### config.mk
export PLATFORM = sky130hd
export DESIGN_NAME = status_flags
export DESIGN_NICKNAME = d
export VERILOG_FILES = /design/src/rtl/sf_pkg.sv /design/src/rtl/sf_flag_bit.sv /design/src/rtl/sf_word_pack.sv /design/src/rtl/status_flags.sv
export SDC_FILE = /design/constraint.sdc
export NUM_CORES = 1
export LEC_CHECK = 0
export CAP_MARGIN = 20
export CORE_UTILIZATION = 24
export DETAILED_ROUTE_END_ITERATION = 10
export PLACE_DENSITY_LB_ADDON = 0.25
export SETUP_SLACK_MARGIN = 0.4
export SYNTH_ARGS = -nofsm -noshare
export SYNTH_HDL_FRONTEND = slang
export SYNTH_SLANG_ARGS = --single-unit
### constraint.sdc
create_clock -name clk -period 0.9 [get_ports clk]
set_input_delay 0.09 -clock clk [delete_from_list [all_inputs] [get_ports clk]]
set_output_delay 0.09 -clock clk [all_outputs]
set_load 0.02 [all_outputs]
### src/rtl/sf_pkg.sv
package sf_pkg;
   localparam int unsigned FLAG_COUNT = 8;
   localparam int unsigned POS_C   = 0;
   localparam int unsigned POS_Z   = 1;
   localparam int unsigned POS_I   = 2;
   localparam int unsigned POS_D   = 3;
   localparam int unsigned POS_X   = 4;
   localparam int unsigned POS_M   = 5;
   localparam int unsigned POS_V   = 6;
   localparam int unsigned POS_N   = 7;
   localparam int unsigned POS_IPL = 8;

   // Flags that the arithmetic unit may write directly
   function automatic bit alu_driven(int unsigned pos);
      return (pos == POS_C) || (pos == POS_Z) || (pos == POS_V) || (pos == POS_N);
   endfunction

   typedef enum logic [1:0] {
      SRC_HOLD = 2'd0,
      SRC_ALU  = 2'd1,
      SRC_SET  = 2'd2,
      SRC_CLR  = 2'd3
   } flag_src_e;
endpackage

### src/rtl/sf_flag_bit.sv
module sf_flag_bit
   import sf_pkg::*;
#(
   parameter bit ALU_CAPABLE = 1'b1
) (
   input  logic cur_i,
   input  logic alu_val_i,
   input  logic alu_en_i,
   input  logic set_i,
   input  logic clr_i,
   output logic next_o
);
   flag_src_e src;

   generate
      if (ALU_CAPABLE) begin : g_alu
         always_comb begin
            if (set_i)         src = SRC_SET;
            else if (clr_i)    src = SRC_CLR;
            else if (alu_en_i) src = SRC_ALU;
            else               src = SRC_HOLD;
         end
      end else begin : g_cmd_only
         logic unused_alu;
         assign unused_alu = alu_val_i ^ alu_en_i;
         always_comb begin
            if (set_i)      src = SRC_SET;
            else if (clr_i) src = SRC_CLR;
            else            src = SRC_HOLD;
         end
      end
   endgenerate

   always_comb begin
      unique case (src)
         SRC_SET:  next_o = 1'b1;
         SRC_CLR:  next_o = 1'b0;
         SRC_ALU:  next_o = alu_val_i;
         default:  next_o = cur_i;
      endcase
   end
endmodule

### src/rtl/sf_word_pack.sv
module sf_word_pack #(
   parameter int unsigned W_WORD = 16,
   parameter int unsigned W_REG  = 11
) (
   input  logic [W_REG-1:0]  state_i,
   output logic [W_WORD-1:0] word_o
);
   generate
      if (W_WORD < W_REG) begin : g_bad
         $error("sf_word_pack: word narrower than stored state");
      end else if (W_WORD == W_REG) begin : g_exact
         assign word_o = state_i;
      end else begin : g_pad
         assign word_o = {{(W_WORD-W_REG){1'b0}}, state_i};
      end
   endgenerate
endmodule

### src/rtl/status_flags.sv
module status_flags
   import sf_pkg::*;
#(
   parameter int unsigned W_WORD = 16,
   parameter int unsigned W_IPL  = 3
) (
   input  logic              clk,
   input  logic              rst_n,
   input  logic              alu_c,
   input  logic              alu_z,
   input  logic              alu_v,
   input  logic              alu_n,
   input  logic              upd_c,
   input  logic              upd_z,
   input  logic              upd_v,
   input  logic              upd_n,
   input  logic              dec_addsub,
   input  logic [7:0]        mask_set,
   input  logic [7:0]        mask_clr,
   input  logic              cmd_sec,
   input  logic              cmd_clc,
   input  logic              cmd_sei,
   input  logic              cmd_cli,
   input  logic              cmd_sed,
   input  logic              cmd_cld,
   input  logic              irq_accept,
   input  logic              restore_en,
   input  logic [W_WORD-1:0] restore_word,
   output logic [W_WORD-1:0] status_word,
   output logic              flag_c,
   output logic              flag_z,
   output logic              flag_i,
   output logic              flag_d,
   output logic              flag_x,
   output logic              flag_m,
   output logic              flag_v,
   output logic              flag_n,
   output logic [W_IPL-1:0]  ipl,
   output logic              irq_enable
);
   localparam int unsigned W_LOW = FLAG_COUNT;
   localparam int unsigned W_REG = W_LOW + W_IPL;
   localparam logic [W_REG-1:0] RESET_STATE = W_REG'(1) << POS_I;

   if (W_IPL < 1)      begin : g_chk_ipl  $error("status_flags: W_IPL must be at least 1"); end
   if (W_WORD < W_REG) begin : g_chk_word $error("status_flags: W_WORD too small"); end

   logic [W_REG-1:0] state_q, state_d;
   logic [W_LOW-1:0] alu_val, alu_en, set_vec, clr_vec, low_next;
   logic             z_suppress;

   // Zero update is dropped for decimal add/subtract while decimal mode is on
   assign z_suppress = state_q[POS_D] & dec_addsub;

   always_comb begin
      alu_val = '0;
      alu_en  = '0;
      alu_val[POS_C] = alu_c;  alu_en[POS_C] = upd_c;
      alu_val[POS_Z] = alu_z;  alu_en[POS_Z] = upd_z & ~z_suppress;
      alu_val[POS_V] = alu_v;  alu_en[POS_V] = upd_v;
      alu_val[POS_N] = alu_n;  alu_en[POS_N] = upd_n;
   end

   // Single-flag commands fold into the masks
   always_comb begin
      set_vec = mask_set;
      clr_vec = mask_clr;
      set_vec[POS_C] = mask_set[POS_C] | cmd_sec;
      set_vec[POS_I] = mask_set[POS_I] | cmd_sei;
      set_vec[POS_D] = mask_set[POS_D] | cmd_sed;
      clr_vec[POS_C] = mask_clr[POS_C] | cmd_clc;
      clr_vec[POS_I] = mask_clr[POS_I] | cmd_cli;
      clr_vec[POS_D] = mask_clr[POS_D] | cmd_cld;
   end

   genvar gi;
   generate
      for (gi = 0; gi < W_LOW; gi++) begin : g_flag
         sf_flag_bit #(.ALU_CAPABLE(alu_driven(gi))) u_bit (
            .cur_i     (state_q[gi]),
            .alu_val_i (alu_val[gi]),
            .alu_en_i  (alu_en[gi]),
            .set_i     (set_vec[gi]),
            .clr_i     (clr_vec[gi]),
            .next_o    (low_next[gi])
         );
      end
   endgenerate

   always_comb begin
      state_d = {state_q[W_REG-1:W_LOW], low_next};
      if (restore_en) state_d = restore_word[W_REG-1:0];
      if (irq_accept) state_d[POS_I] = 1'b1;
   end

   always_ff @(posedge clk or negedge rst_n) begin
      if (!rst_n) state_q <= RESET_STATE;
      else        state_q <= state_d;
   end

   sf_word_pack #(.W_WORD(W_WORD), .W_REG(W_REG)) u_pack (
      .state_i (state_q),
      .word_o  (status_word)
   );

   assign flag_c     = state_q[POS_C];
   assign flag_z     = state_q[POS_Z];
   assign flag_i     = state_q[POS_I];
   assign flag_d     = state_q[POS_D];
   assign flag_x     = state_q[POS_X];
   assign flag_m     = state_q[POS_M];
   assign flag_v     = state_q[POS_V];
   assign flag_n     = state_q[POS_N];
   assign ipl        = state_q[POS_IPL +: W_IPL];
   assign irq_enable = ~state_q[POS_I];
endmodule

# --- Word-level counts from Yosys, hierarchy flattened ---
# Index checks and enable logic that the tools add are counted.
op_classes:
  eq_ne: 24
  mux: 30
  bitwise_logic: 10
  n_reduce_logical: 12
op_table:
  columns: ["cell", "n"]
  rows:
  - ["$eq 2x2->1 const B", 16]
  - ["$mux 2", 16]
  - ["$reduce_bool 4->1", 5]
  - ["$eq 2x1->1 const B", 8]
  - ["$pmux 1 s3", 4]
  - ["$reduce_bool 3->1", 3]
  - ["$mux 8", 1]
  - ["$pmux 1 s2", 4]
  - ["$reduce_or 2->1", 4]
  - ["$or 1x1->1", 6]
  - ["$mux 1", 5]
  - ["$and 1x1->1", 2]
  - ["$not 1->1", 2]
word_totals:
  reg_bits: 11
  inputBits: 51
  out_inout_bits: 28
  word_cells: 85

# --- Depth between registers and ports, before layout ---
depth:
  depth_word: 10
  depth_mapped: 4

# --- Cells and area by module ---
# From an unflattened synthesis, not the netlist that was laid out.
unflattened:
  cells_unflattened: 66
  hier_area_um2: 742.0
modules_own_cells:
  columns: ["mod", "instances", "cells_each", "area_each_um2", "seq_area_each_um2"]
  rows:
  - ["status_flags", 1, 33, 503.0, 276.5]
  - ["sf_word_pack", 1, 17, 123.9, 0.0]
  - ["sf_flag_bit at g_flag[0].u_bit ...", 4, 2, 17.5, 0.0]
  - ["sf_flag_bit at g_flag[2].u_bit ...", 4, 2, 11.3, 0.0]

# --- Worst setup path after synthesis ---
# OpenSTA, ideal clock, no wires.
synth_path:
  path_type: "register -> register"
  startpoint: "reg state_q[3]"
  endpoint: "reg state_q[1]"
  arrival_ns: 0.949
  slack_ns: -0.172
  stages_incl_launch_ff: 4
  n_path_buf: 0
  period_less_slack_ns: 1.072
  path_cell_list: "dfrtp_1 -> a21boi_0 -> mux2i_1 -> a21oi_1"
synth_between:
  elab_chain_cells: 9
  elab_cells_between_ends: 12
  cone_classes: "eq/ne (3); mux (5); bitwise (3); reduce/logical (1)"
synth_rtl:
  columns: ["element", "line_no", "rtl"]
  rows:
  - ["start, declared", "status_flags.sv:48", "logic [W_REG-1:0] state_q, state_d;"]
  - ["start signal, assigned", "status_flags.sv:98", "else state_q <= state_d;"]
  - ["$and 1x1->1 *", "status_flags.sv:53", "assign z_suppress = state_q[POS_D] & dec_addsub;"]
  - ["$not 1->1 *", "status_flags.sv:59", "alu_val[POS_Z] = alu_z; alu_en[POS_Z] = upd_z & ~z_suppress;"]
  - ["$and 1x1->1 *", "status_flags.sv:59", null]
  - ["$mux 1 *", "sf_flag_bit.sv:20", "else if (alu_en_i) src = SRC_ALU;"]
  - ["$mux 2 *", "sf_flag_bit.sv:19", "else if (clr_i) src = SRC_CLR;"]
  - ["$mux 2 *", "sf_flag_bit.sv:18", "if (set_i) src = SRC_SET;"]
  - ["$eq 2x1->1 or $eq 2x2->1 (tied branches)", "sf_flag_bit.sv:35", "unique case (src)"]
  - ["$pmux 1 s3", "sf_flag_bit.sv:35", null]
  - ["$mux 8", "status_flags.sv:92", "if (restore_en) state_d = restore_word[W_REG-1:0];"]
# Every way passes the cells marked *; elsewhere a longest branch is shown, timed or not.
# A chain may end at the register's enable or synchronous reset.

# --- Worst setup path in the final report ---
layout_path:
  startpoint: "reg state_q[2]"
  endpoint: "out status_word[2]"
layout_rtl:
  columns: ["element", "line_no", "rtl"]
  rows:
  - ["end, declared", "status_flags.sv:29", "output logic [W_WORD-1:0] status_word,"]
# No word-level cell between the ends.

==> summary.md <==
| Metric | Value |
|---|---|
| Clock share of power | 20.1% |
| Failing checks | negative setup slack |
| Synth Register Bits | 11 |
| First-pass GRT wire length | about 3.3 mm |
| Post-route clock period utilization | 120% |
| Synth Area in Simple Gates | between 7 and 8% |
| Clock-pin slew on the worst setup and hold paths | approximately 70 ps |
| WP data required | 810 ps |
| Fin cells | between 150 and 200 |
| DR WL/cell | roughly 12 microns |
| Largest net degree at the start of global routing | 9 |
| Post-Syn Area | about 690 sq um |
| Max Fclk | just over 900 MHz |
| Layout cells sized above 1 | a little under half |
| Worst-skew pair later-pin latency | 260 ps |
| Maximum root-to-sink buffer count | 2 |
| Most frequent cells in the layout | clkdlybuf4s50_1 (44), buf_6 (26), dfrtp_2 (10) |
| Die Area | between 0.003 and 0.004 sq mm |
| HP Class | in -> async |
| Core Region | 0.00273 sq mm |
| Leakage | approximately 0.66 nW |
| Final Max Tran Viols | 0 |
| Setup TNS | -1750 ps |
| Final core utilization | a little under three fifths |
| Crit Path Category | reg -> out |
| Crit path largest cell delay | about 580 ps |
| Starting density of the core | ~25% |
| Power Density | 1090 mW/mm^2 |
| Htree depth | 1 |
| Die width | approximately 56 microns |
| CP max-delay cell | dfstp_2 |
| Reported max-cap violation count | 0 |
| Synth Instances | 67 |
| I/O Buffers | 68 |
| Post-DP HPWL | around 1.5 mm |
| Post-placement setup slack | -360 ps |
| Top Registers | state_q (11) |
| Largest family of logic cells by synthesized area | buffers and inverters |
| Top reg by flops | state_q |
| Post-route ant nets | 0 |
| First-pass iteration count of the detailed router | 6 |
| Comb pwr share | 44.1% |
| # IOs | 79 |
| Final worst slack | -182 ps |
| RSZ-0062 raised after global routing | true |
| Tot Pwr | 1.68 mW |
| Worst Setup SP | state_q[2] |
| Status | finished, violations left |
| Worst EP arrival | a little under 1000 ps |
| Wirelength, routed | roughly 2.0 mm |
| Clk sink count | 11 |
| Hold WS | about 120 ps |
| Worst path cell trace | buf_4 |
| Synth Area in XOR/XNOR | 0% |
| Minimum clock period | between 1000 and 1500 ps |
| Switch share | approximately 30% |
| Fill count | 252 |
| Flip-flop and latch area | between 200 and 300 sq um |
| Seq/Total Area, Yosys | around 40% |
| TritonCTS clock tree | built |
| Root Driver | clkbuf_4 |
| Initial antenna violation count | 0 |
| Vias | between 700 and 800 |
| GPL Wtd Cong | about 0.70 |
| Worst path top cell family by delay | flip-flops |
| Design area | 0.00153 sq mm |
| Worst path bufs/invs | 1 |
| Compound-Gate Fraction of Synth Area | between 10% and 20% |
| Vias in the first global route | about 700 |
| Synthesis Warnings | 0 |
| Fin nets | roughly 190 |
| Peak VDD IR | between 0.0005 and 0.0006 V |
| Max FFs per register | 11 |
| Endpoints failing setup | 30 |
| Syn Area/Cell | between 10 and 15 sq um |
| Layout area overhead | 122% |
| Layout Skew | approximately 0.38 ps |
| Crit-path max FO | 4 |
| R2R Path Start | state_q[3] |
| Sequential fraction of design power | between 30 and 40% |
| DRC errors left | 0 |
| Dpl cells | about 160 |
| Fin. Hold Viols | 0 |
| Overall routing resource usage | 14.1% |
| Mux share of post-synthesis cell area | about 15% |
| First DRT Iteration DRCs | 11 |
| TritonCTS buffer count | 3 |
| Die height | around 56 microns |
| Global route overflow | 0 |
| Critical Path Source Type | flop |
| Multi-input gate area | 314 sq um |
| Cell-internal power | between 1 and 1.5 mW |
| Cell Rows | 19 |
| Post-CTS Hold Buffers | 0 |
| Commonest non-fill, non-tap cell in the layout | clkdlybuf4s50_1 |
| Average vias per placed instance | between 4 and 5 |
| # diodes | 0 |
| Synth Area in Adders | 0% |
| Crit. End Element | output pin |
| Dpl cell area | between 0.001 and 0.0015 sq mm |
| Net Sw Power | 492 uW |
| Synth unique cells | 20 |
| Reg2Reg Setup Slack | -160 ps |
==> final cells by class <==
type / count / share of cell area [%]
Clock buffer: 4 / 1.71
Inverter: 4 / 1.14
Multi-Input combinational cell: 38 / 20.5
Sequential cell: 11 / 18.9
Tap cell: 31 / 2.53
Timing Repair Buffer: 80 / 55.3
==> worst paths after layout <==
kind | endpoint | cells after the start
setup / recovery | status_word[2] | 1
hold / removal | state_q[9] | 2
setup reg to reg | state_q[3] | 3
hold reg to reg | state_q[8] | 1
max in group asynchronous | state_q[2] | 2
min in group clk | state_q[4] | 3
==> cell usage after synthesis <==
cell type	count	area, sq um
nor3_1	1	5.00
a2111oi_4	1	27.5
o21bai_1	3	22.5
a21boi_0	1	7.51
dfstp_2	1	26.3
o21ai_0	2	10.0
mux2i_1	5	50.1
mux2_2	5	56.3
nand2b_1	1	6.26
conb_1	1	3.75
nand2_1	2	7.51
nor2_1	3	11.3
nor2b_1	2	12.5
or3_1	1	6.26
a2111oi_0	1	8.76
buf_4	17	128
a21oi_1	5	25.0
dfrtp_1	10	250
inv_1	4	15.0
buf_6	1	11.3
==> timing repair <==
item,in CTS,in global routing
buffers inserted,2,2
pin swaps,2,3
cloned,1,0
gates resized for setup,137,12
setup endpoints to repair,34,34
==> layer usage <==
metal / vias to the layer above / share of wire [%] / GRT usage, %
li1: 347 / - / -
met1: 329 / 37 / 16.2
met2: 44 / 51 / 22.4
met3: 4 / 9.9 / 4.42
met4: 0 / 2.3 / 9.64
met5: - / 0 / 0
==> power by group through the flow <==
stage | Sequential, mW | Clock [mW] | Combinational [mW]
final | 0.600 | 0.337 | 0.739
after global routing | 0.610 | 0.398 | 0.784
after CTS | 0.600 | 0.355 | 0.704
after detailed placement | 0.594 | 0 | 0.661
after global placement | 0.589 | 0 | 0.651
after floorplan | 0.652 | 0 | 0.278
==> kinds of logic after synthesis <==
kind of cell           after synthesis
AO/OA/AOI/OAI                       13
buffers and inverters               22
flip-flops                          11
multiplexers                        10
other                                1
AND/OR/NAND/NOR                     10
No activity file was read; power rests on OpenSTA's default activity.
